===== src/rtl/ccr_pkg.sv =====
package ccr_pkg;
  typedef enum logic [1:0] {
    SC_HOLD = 2'd0,
    SC_LOAD = 2'd1,
    SC_SET  = 2'd2,
    SC_CLR  = 2'd3
  } sc_op_e;

  typedef enum logic [1:0] {
    HIT_NONE   = 2'd0,
    HIT_DIRECT = 2'd1,
    HIT_ALIAS  = 2'd2
  } hit_e;

  localparam int SET_OFS = 'h10;
  localparam int CLR_OFS = 'h20;
  localparam logic [63:0] PLAIN_IDX_DEF = {16'h03FF, 16'h03FE, 16'h0101, 16'h0100};
endpackage


===== src/rtl/ccr_decode.sv =====
module ccr_decode
  import ccr_pkg::*;
#(
  parameter int ADDR_W   = 13,
  parameter int NCTRL    = 6,
  parameter int NCFG     = 2,
  parameter int CFG_BASE = 8,
  parameter int NPLAIN   = 4,
  parameter logic [NPLAIN*16-1:0] PLAIN_IDX = PLAIN_IDX_DEF,
  localparam int NSC     = NCTRL + NCFG,
  localparam int IDX_W   = ADDR_W - 3
) (
  input  logic [ADDR_W-1:0] addr,
  output hit_e              hit,
  output sc_op_e            sc_op,
  output logic [NSC-1:0]    sc_sel,
  output logic [NPLAIN-1:0] pl_sel
);
  logic [IDX_W-1:0] idx;
  logic             aligned;

  function automatic int sc_base(input int j);
    return (j < NCTRL) ? j : CFG_BASE + (j - NCTRL);
  endfunction

  assign idx     = addr[ADDR_W-1:3];
  assign aligned = (addr[2:0] == 3'b000);

  always_comb begin
    hit    = HIT_NONE;
    sc_op  = SC_HOLD;
    sc_sel = '0;
    pl_sel = '0;
    if (aligned) begin
      for (int j = 0; j < NSC; j++) begin
        if (int'(idx) == sc_base(j)) begin
          sc_sel[j] = 1'b1;
          sc_op     = SC_LOAD;
          hit       = HIT_DIRECT;
        end else if (int'(idx) == sc_base(j) + SET_OFS) begin
          sc_sel[j] = 1'b1;
          sc_op     = SC_SET;
          hit       = HIT_ALIAS;
        end else if (int'(idx) == sc_base(j) + CLR_OFS) begin
          sc_sel[j] = 1'b1;
          sc_op     = SC_CLR;
          hit       = HIT_ALIAS;
        end
      end
      for (int k = 0; k < NPLAIN; k++) begin
        if (int'(idx) == int'(PLAIN_IDX[k*16 +: 16])) begin
          pl_sel[k] = 1'b1;
          hit       = HIT_DIRECT;
        end
      end
    end
  end
endmodule


===== src/rtl/ccr_sc_reg.sv =====
module ccr_sc_reg
  import ccr_pkg::*;
#(
  parameter int DW = 64
) (
  input  logic          clk,
  input  logic          rst,
  input  logic          en,
  input  sc_op_e        op,
  input  logic [DW-1:0] wdata,
  output logic [DW-1:0] q
);
  always_ff @(posedge clk) begin
    if (rst) begin
      q <= '0;
    end else if (en) begin
      unique case (op)
        SC_LOAD: q <= wdata;
        SC_SET:  q <= q | wdata;
        SC_CLR:  q <= q & ~wdata;
        default: q <= q;
      endcase
    end
  end
endmodule


===== src/rtl/ccr_rdmux.sv =====
module ccr_rdmux
  import ccr_pkg::*;
#(
  parameter int DW     = 64,
  parameter int NSC    = 8,
  parameter int NPLAIN = 4
) (
  input  hit_e                         hit,
  input  logic [NSC-1:0]               sc_sel,
  input  logic [NSC-1:0][DW-1:0]       sc_q,
  input  logic [NPLAIN-1:0]            pl_sel,
  input  logic [NPLAIN-1:0][DW-1:0]    pl_q,
  output logic [DW-1:0]                rd_val,
  output logic                         rd_bad
);
  logic [DW-1:0] picked;

  always_comb begin
    picked = '0;
    for (int j = 0; j < NSC; j++)
      if (sc_sel[j]) picked = picked | sc_q[j];
    for (int k = 0; k < NPLAIN; k++)
      if (pl_sel[k]) picked = picked | pl_q[k];
  end

  assign rd_bad = (hit != HIT_DIRECT);
  assign rd_val = rd_bad ? '1 : picked;
endmodule


===== src/rtl/chiplet_ctrl_regfile.sv =====
module chiplet_ctrl_regfile
  import ccr_pkg::*;
#(
  parameter int DW       = 64,
  parameter int ADDR_W   = 13,
  parameter int NCTRL    = 6,
  parameter int NCFG     = 2,
  parameter int CFG_BASE = 8,
  parameter int NPLAIN   = 4,
  parameter logic [NPLAIN*16-1:0] PLAIN_IDX = PLAIN_IDX_DEF
) (
  input  logic              clk,
  input  logic              rst,
  input  logic [ADDR_W-1:0] addr,
  input  logic              wr_en,
  input  logic              rd_en,
  input  logic [DW-1:0]     wdata,
  output logic [DW-1:0]     rdata,
  output logic              rvalid,
  output logic              err
);
  localparam int NSC = NCTRL + NCFG;

  hit_e                      hit;
  sc_op_e                    sc_op;
  logic [NSC-1:0]            sc_sel;
  logic [NPLAIN-1:0]         pl_sel;
  logic [NSC-1:0][DW-1:0]    sc_q;
  logic [NPLAIN-1:0][DW-1:0] pl_q;
  logic [DW-1:0]             rd_val;
  logic                      rd_bad;
  logic                      wr_bad;

  ccr_decode #(
    .ADDR_W(ADDR_W), .NCTRL(NCTRL), .NCFG(NCFG), .CFG_BASE(CFG_BASE),
    .NPLAIN(NPLAIN), .PLAIN_IDX(PLAIN_IDX)
  ) u_dec (
    .addr(addr), .hit(hit), .sc_op(sc_op), .sc_sel(sc_sel), .pl_sel(pl_sel)
  );

  for (genvar j = 0; j < NSC; j++) begin : g_sc
    ccr_sc_reg #(.DW(DW)) u_reg (
      .clk(clk), .rst(rst), .en(wr_en && sc_sel[j]), .op(sc_op),
      .wdata(wdata), .q(sc_q[j])
    );
  end

  for (genvar k = 0; k < NPLAIN; k++) begin : g_pl
    ccr_sc_reg #(.DW(DW)) u_reg (
      .clk(clk), .rst(rst), .en(wr_en && pl_sel[k]), .op(SC_LOAD),
      .wdata(wdata), .q(pl_q[k])
    );
  end

  ccr_rdmux #(.DW(DW), .NSC(NSC), .NPLAIN(NPLAIN)) u_mux (
    .hit(hit), .sc_sel(sc_sel), .sc_q(sc_q), .pl_sel(pl_sel), .pl_q(pl_q),
    .rd_val(rd_val), .rd_bad(rd_bad)
  );

  assign wr_bad = (hit == HIT_NONE);

  always_ff @(posedge clk) begin
    if (rst) begin
      rdata  <= '0;
      rvalid <= 1'b0;
      err    <= 1'b0;
    end else begin
      rvalid <= rd_en;
      err    <= (rd_en && rd_bad) || (wr_en && wr_bad);
      if (rd_en) rdata <= rd_val;
    end
  end
endmodule


===== config.mk =====
export PLATFORM = sky130hd
export DESIGN_NAME = chiplet_ctrl_regfile
export DESIGN_NICKNAME = d
export VERILOG_FILES = /design/src/rtl/ccr_pkg.sv /design/src/rtl/ccr_decode.sv /design/src/rtl/ccr_sc_reg.sv /design/src/rtl/ccr_rdmux.sv /design/src/rtl/chiplet_ctrl_regfile.sv
export SDC_FILE = /design/constraint.sdc
export NUM_CORES = 2
export LEC_CHECK = 0
export ABC_AREA = 1
export BUFFER_PORTS_ARGS = -buffer_cell sky130_fd_sc_hd__buf_2
export CAP_MARGIN = 40
export CORE_UTILIZATION = 55
export CTS_CLUSTER_SIZE = 20
export DETAILED_ROUTE_END_ITERATION = 7
export PLACE_DENSITY = 0.71
export SYNTH_ARGS = -nofsm -noshare
export SYNTH_HDL_FRONTEND = slang
export SYNTH_HIERARCHICAL = 1
export SYNTH_SLANG_ARGS = --single-unit

===== constraint.sdc =====
create_clock -name clk -period 3.3 [get_ports clk]
set_input_delay 0.495 -clock clk [delete_from_list [all_inputs] [get_ports clk]]
set_output_delay 0.495 -clock clk [all_outputs]
set_load 0.1 [all_outputs]

==> run metrics <==
Hold Path Depth 5; share of power burned in the clock network 0.479; max capacitance violation total 0; total core area 93600 um^2; Skew-Pair Late Insertion Delay 0.69 ns; Die Height 310 um; Overall Global Routing Usage 0.364; Buf/Inv on CP 6; Critical Path RT 3.83 ns; Root Buffer clkbuf_16; CP max FO 90; met3 WL 21.3 mm; Pre-Repair DR Iteration Count 8; CTS max path bufs 3; M1 WL 74.7 mm; Max stage delay on crit path 0.26 ns; DR WL met2 77.8 mm; kind of critical path input port to flip-flop; Synth area leaders dfxtp_1, nand2_1, nand4_1; Hold Fails Final Rpt 0; DR vias/cell 5.87; measured slew at the worst slew-check pin 0.915 ns; largest net degree at the start of global routing 139; internal power 16800 uW; share of the synthesized area in the top cell type 0.320; total wire length 180 mm; vias in the first global route 50100; leading cell type in the layout, fill and taps excluded nand2_1; CTS clock-pin slew for the worst setup and hold paths 0.06 ns; Layout area overhead 3.99%; CTS tree done; DRT antenna net count 0; Buffers on Ports 146; async set-or-reset flop fraction in the synthesized netlist 0; CP Depth 14; minimum clock period 2.35 ns; sequential area share after synthesis 0.320; worst path cell trace buf_2, nor2_1, nand3_1, inv_1, o21ai_1, nor2_4, buf_12, buf_4, inv_2, nand2_4, buf_12, nand3_1, nand2_1, a21oi_1; clock sinks 834; most frequent cells in the layout nand2_1, inv_1, nand3_1; Net Sw Frac 0.267; Top delay family on crit path buffers and inverters; worst ir drop on vdd 0.380 mV; Initial Utilization 0.557; CTS buffer count 97; slew margin rel. 0.390; post-synthesis register bit count 834; number of DRC markers in iteration 0 7091; Logic pwr share 0.078; Synth Cell Area 52200 um^2; Final nets 8123; Post-synth EDFFs 0; area leader, netlist dfxtp_1; Worst Clk Skew 0.0248 ns; placed wire-length estimate 94.2 mm; FMAX 425 MHz; Seq pwr share 0.443; initial antenna violation count 9; H-tree lvl count 3; first-pass GRT wire length 280 mm; min-delay worst type input port to flip-flop; final setup vio count 0; Net Switching 6130 uW; # IOs 147; GRT overflow 0; Yosys warning total 6; Power Total 23000 uW; Mean Syn Cell Area 6.25 um^2; post-CTS sizing 0; Leakage 0.0217 uW; post-synthesis cell type count 30; Sum Neg Setup Slack 0 ns; Post-CTS Hold Fix Bufs 0; Mapped Cells 8342; # rows 112; area of the die 96100 um^2; crit path launch type input port; status completed; number of buffers added for setup after CTS 0; RSZ-0062 raised after global routing false; fin crit share 0.712; crit path DAT 2.88 ns; Slew Viols, Final 0; pwr/cell area 424 nW/um^2; share of layout cells above drive strength 1 0.0696; r2r worst-path depth 10; Worst path slowest cell nor2_1; DRC viols 0; FILL cells 9346; top sig layer met5; WL/cell 19.2 um; Synth Flop Type dfxtp_1; Die Wd 310 um; critical path endpoint category flip-flop; Placer Congestion 0.840; vias 55000
==> path summary, 6_finish.rpt <==
check	startpoint	end	slack [ns]
setup reg to reg	g_pl[3].u_reg/q[28]	rdata[28]	2.03
hold / removal	wr_en	err	0.28
hold reg to reg	g_sc[0].u_reg/q[40]	g_sc[0].u_reg/q[40]	0.46
setup / recovery	addr[4]	g_sc[3].u_reg/q[38]	0.95
==> worst min-delay path, cell delays in order <==
cell	delay, ns
buf_2	0.19
inv_1	0.08
nor2_1	0.04
nand2_1	0.04
nand2_1	0.05
==> per-stage QoR <==
| step | instances | instance area, um^2 | setup WS [ns] | utilization | hold slack, ns |
|---|---|---|---|---|---|
| after CTS | 9372 | 54200 | 1.12 | 0.579 | 0.261 |
| final | 9375 | 54200 | 0.950 | 0.579 | 0.275 |
| after global placement | 9197 | 51000 | 0.496 | 0.545 | 0.446 |
| after floorplan | 8360 | 52200 | 0.393 | - | 0.439 |
| after detailed placement | 9197 | 51000 | 0.445 | 0.545 | 0.450 |
| after global routing | 9374 | 54200 | 0.821 | 0.579 | 0.303 |
==> logic make-up after synthesis <==
logic type / share of synthesized area
buf+inv: 0.189
simple gates: 0.416
compound gates: 0.0743
flops: 0.320
other cells: 0.000144
==> registers in the layout (all words and copies together), names as in the netlist <==
register	cells
rdata	64
rvalid	1
g_pl.u_reg/q	256
err	1
g_sc.u_reg/q	512
==> layout make-up <==
class | count | area, um^2 | share of cell area
antenna | 3 | 7.51 | 0.000138
sequential | 834 | 16700 | 0.308
timing repair buffer | 273 | 2640 | 0.0487
tap | 1254 | 1570 | 0.0289
clock inverter | 25 | 214 | 0.00395
inverter | 1142 | 4320 | 0.0796
clock buffer | 150 | 3000 | 0.0553
multi-input combinational | 5694 | 25800 | 0.476
==> power by group through the flow <==
stage / Clock, uW / Sequential, uW / Combinational [uW]
finish: 11000 / 10200 / 1780
global route: 11500 / 10200 / 1900
CTS: 11100 / 10200 / 1590
detailed placement: 0 / 10400 / 1590
global placement: 0 / 10400 / 1570
floorplan: 0 / 10800 / 820
==> cell usage after synthesis, types with 2 or more instances <==
master / count
nor2_2: 2
buf_4: 93
nor2_1: 279
a21oi_1: 768
nand2_4: 12
nand3_1: 845
buf_1: 72
nor2_4: 2
nand2_1: 2943
buf_12: 75
inv_1: 1105
buf_6: 151
nand4_2: 12
dfxtp_1: 834
inv_2: 36
nand4_1: 757
buf_2: 226
nor3_1: 4
nand2_2: 42
clkbuf_1: 73
conb_1: 2
==> routing by layer <==
metal | vias to the layer above | GRT usage
met2 | 3096 | 0.568
met3 | 487 | 0.0688
li1 | 26000 | -
met4 | 10 | 0.136
met1 | 25500 | 0.497
met5 | - | 0
Power figures use the tool's default switching activity.
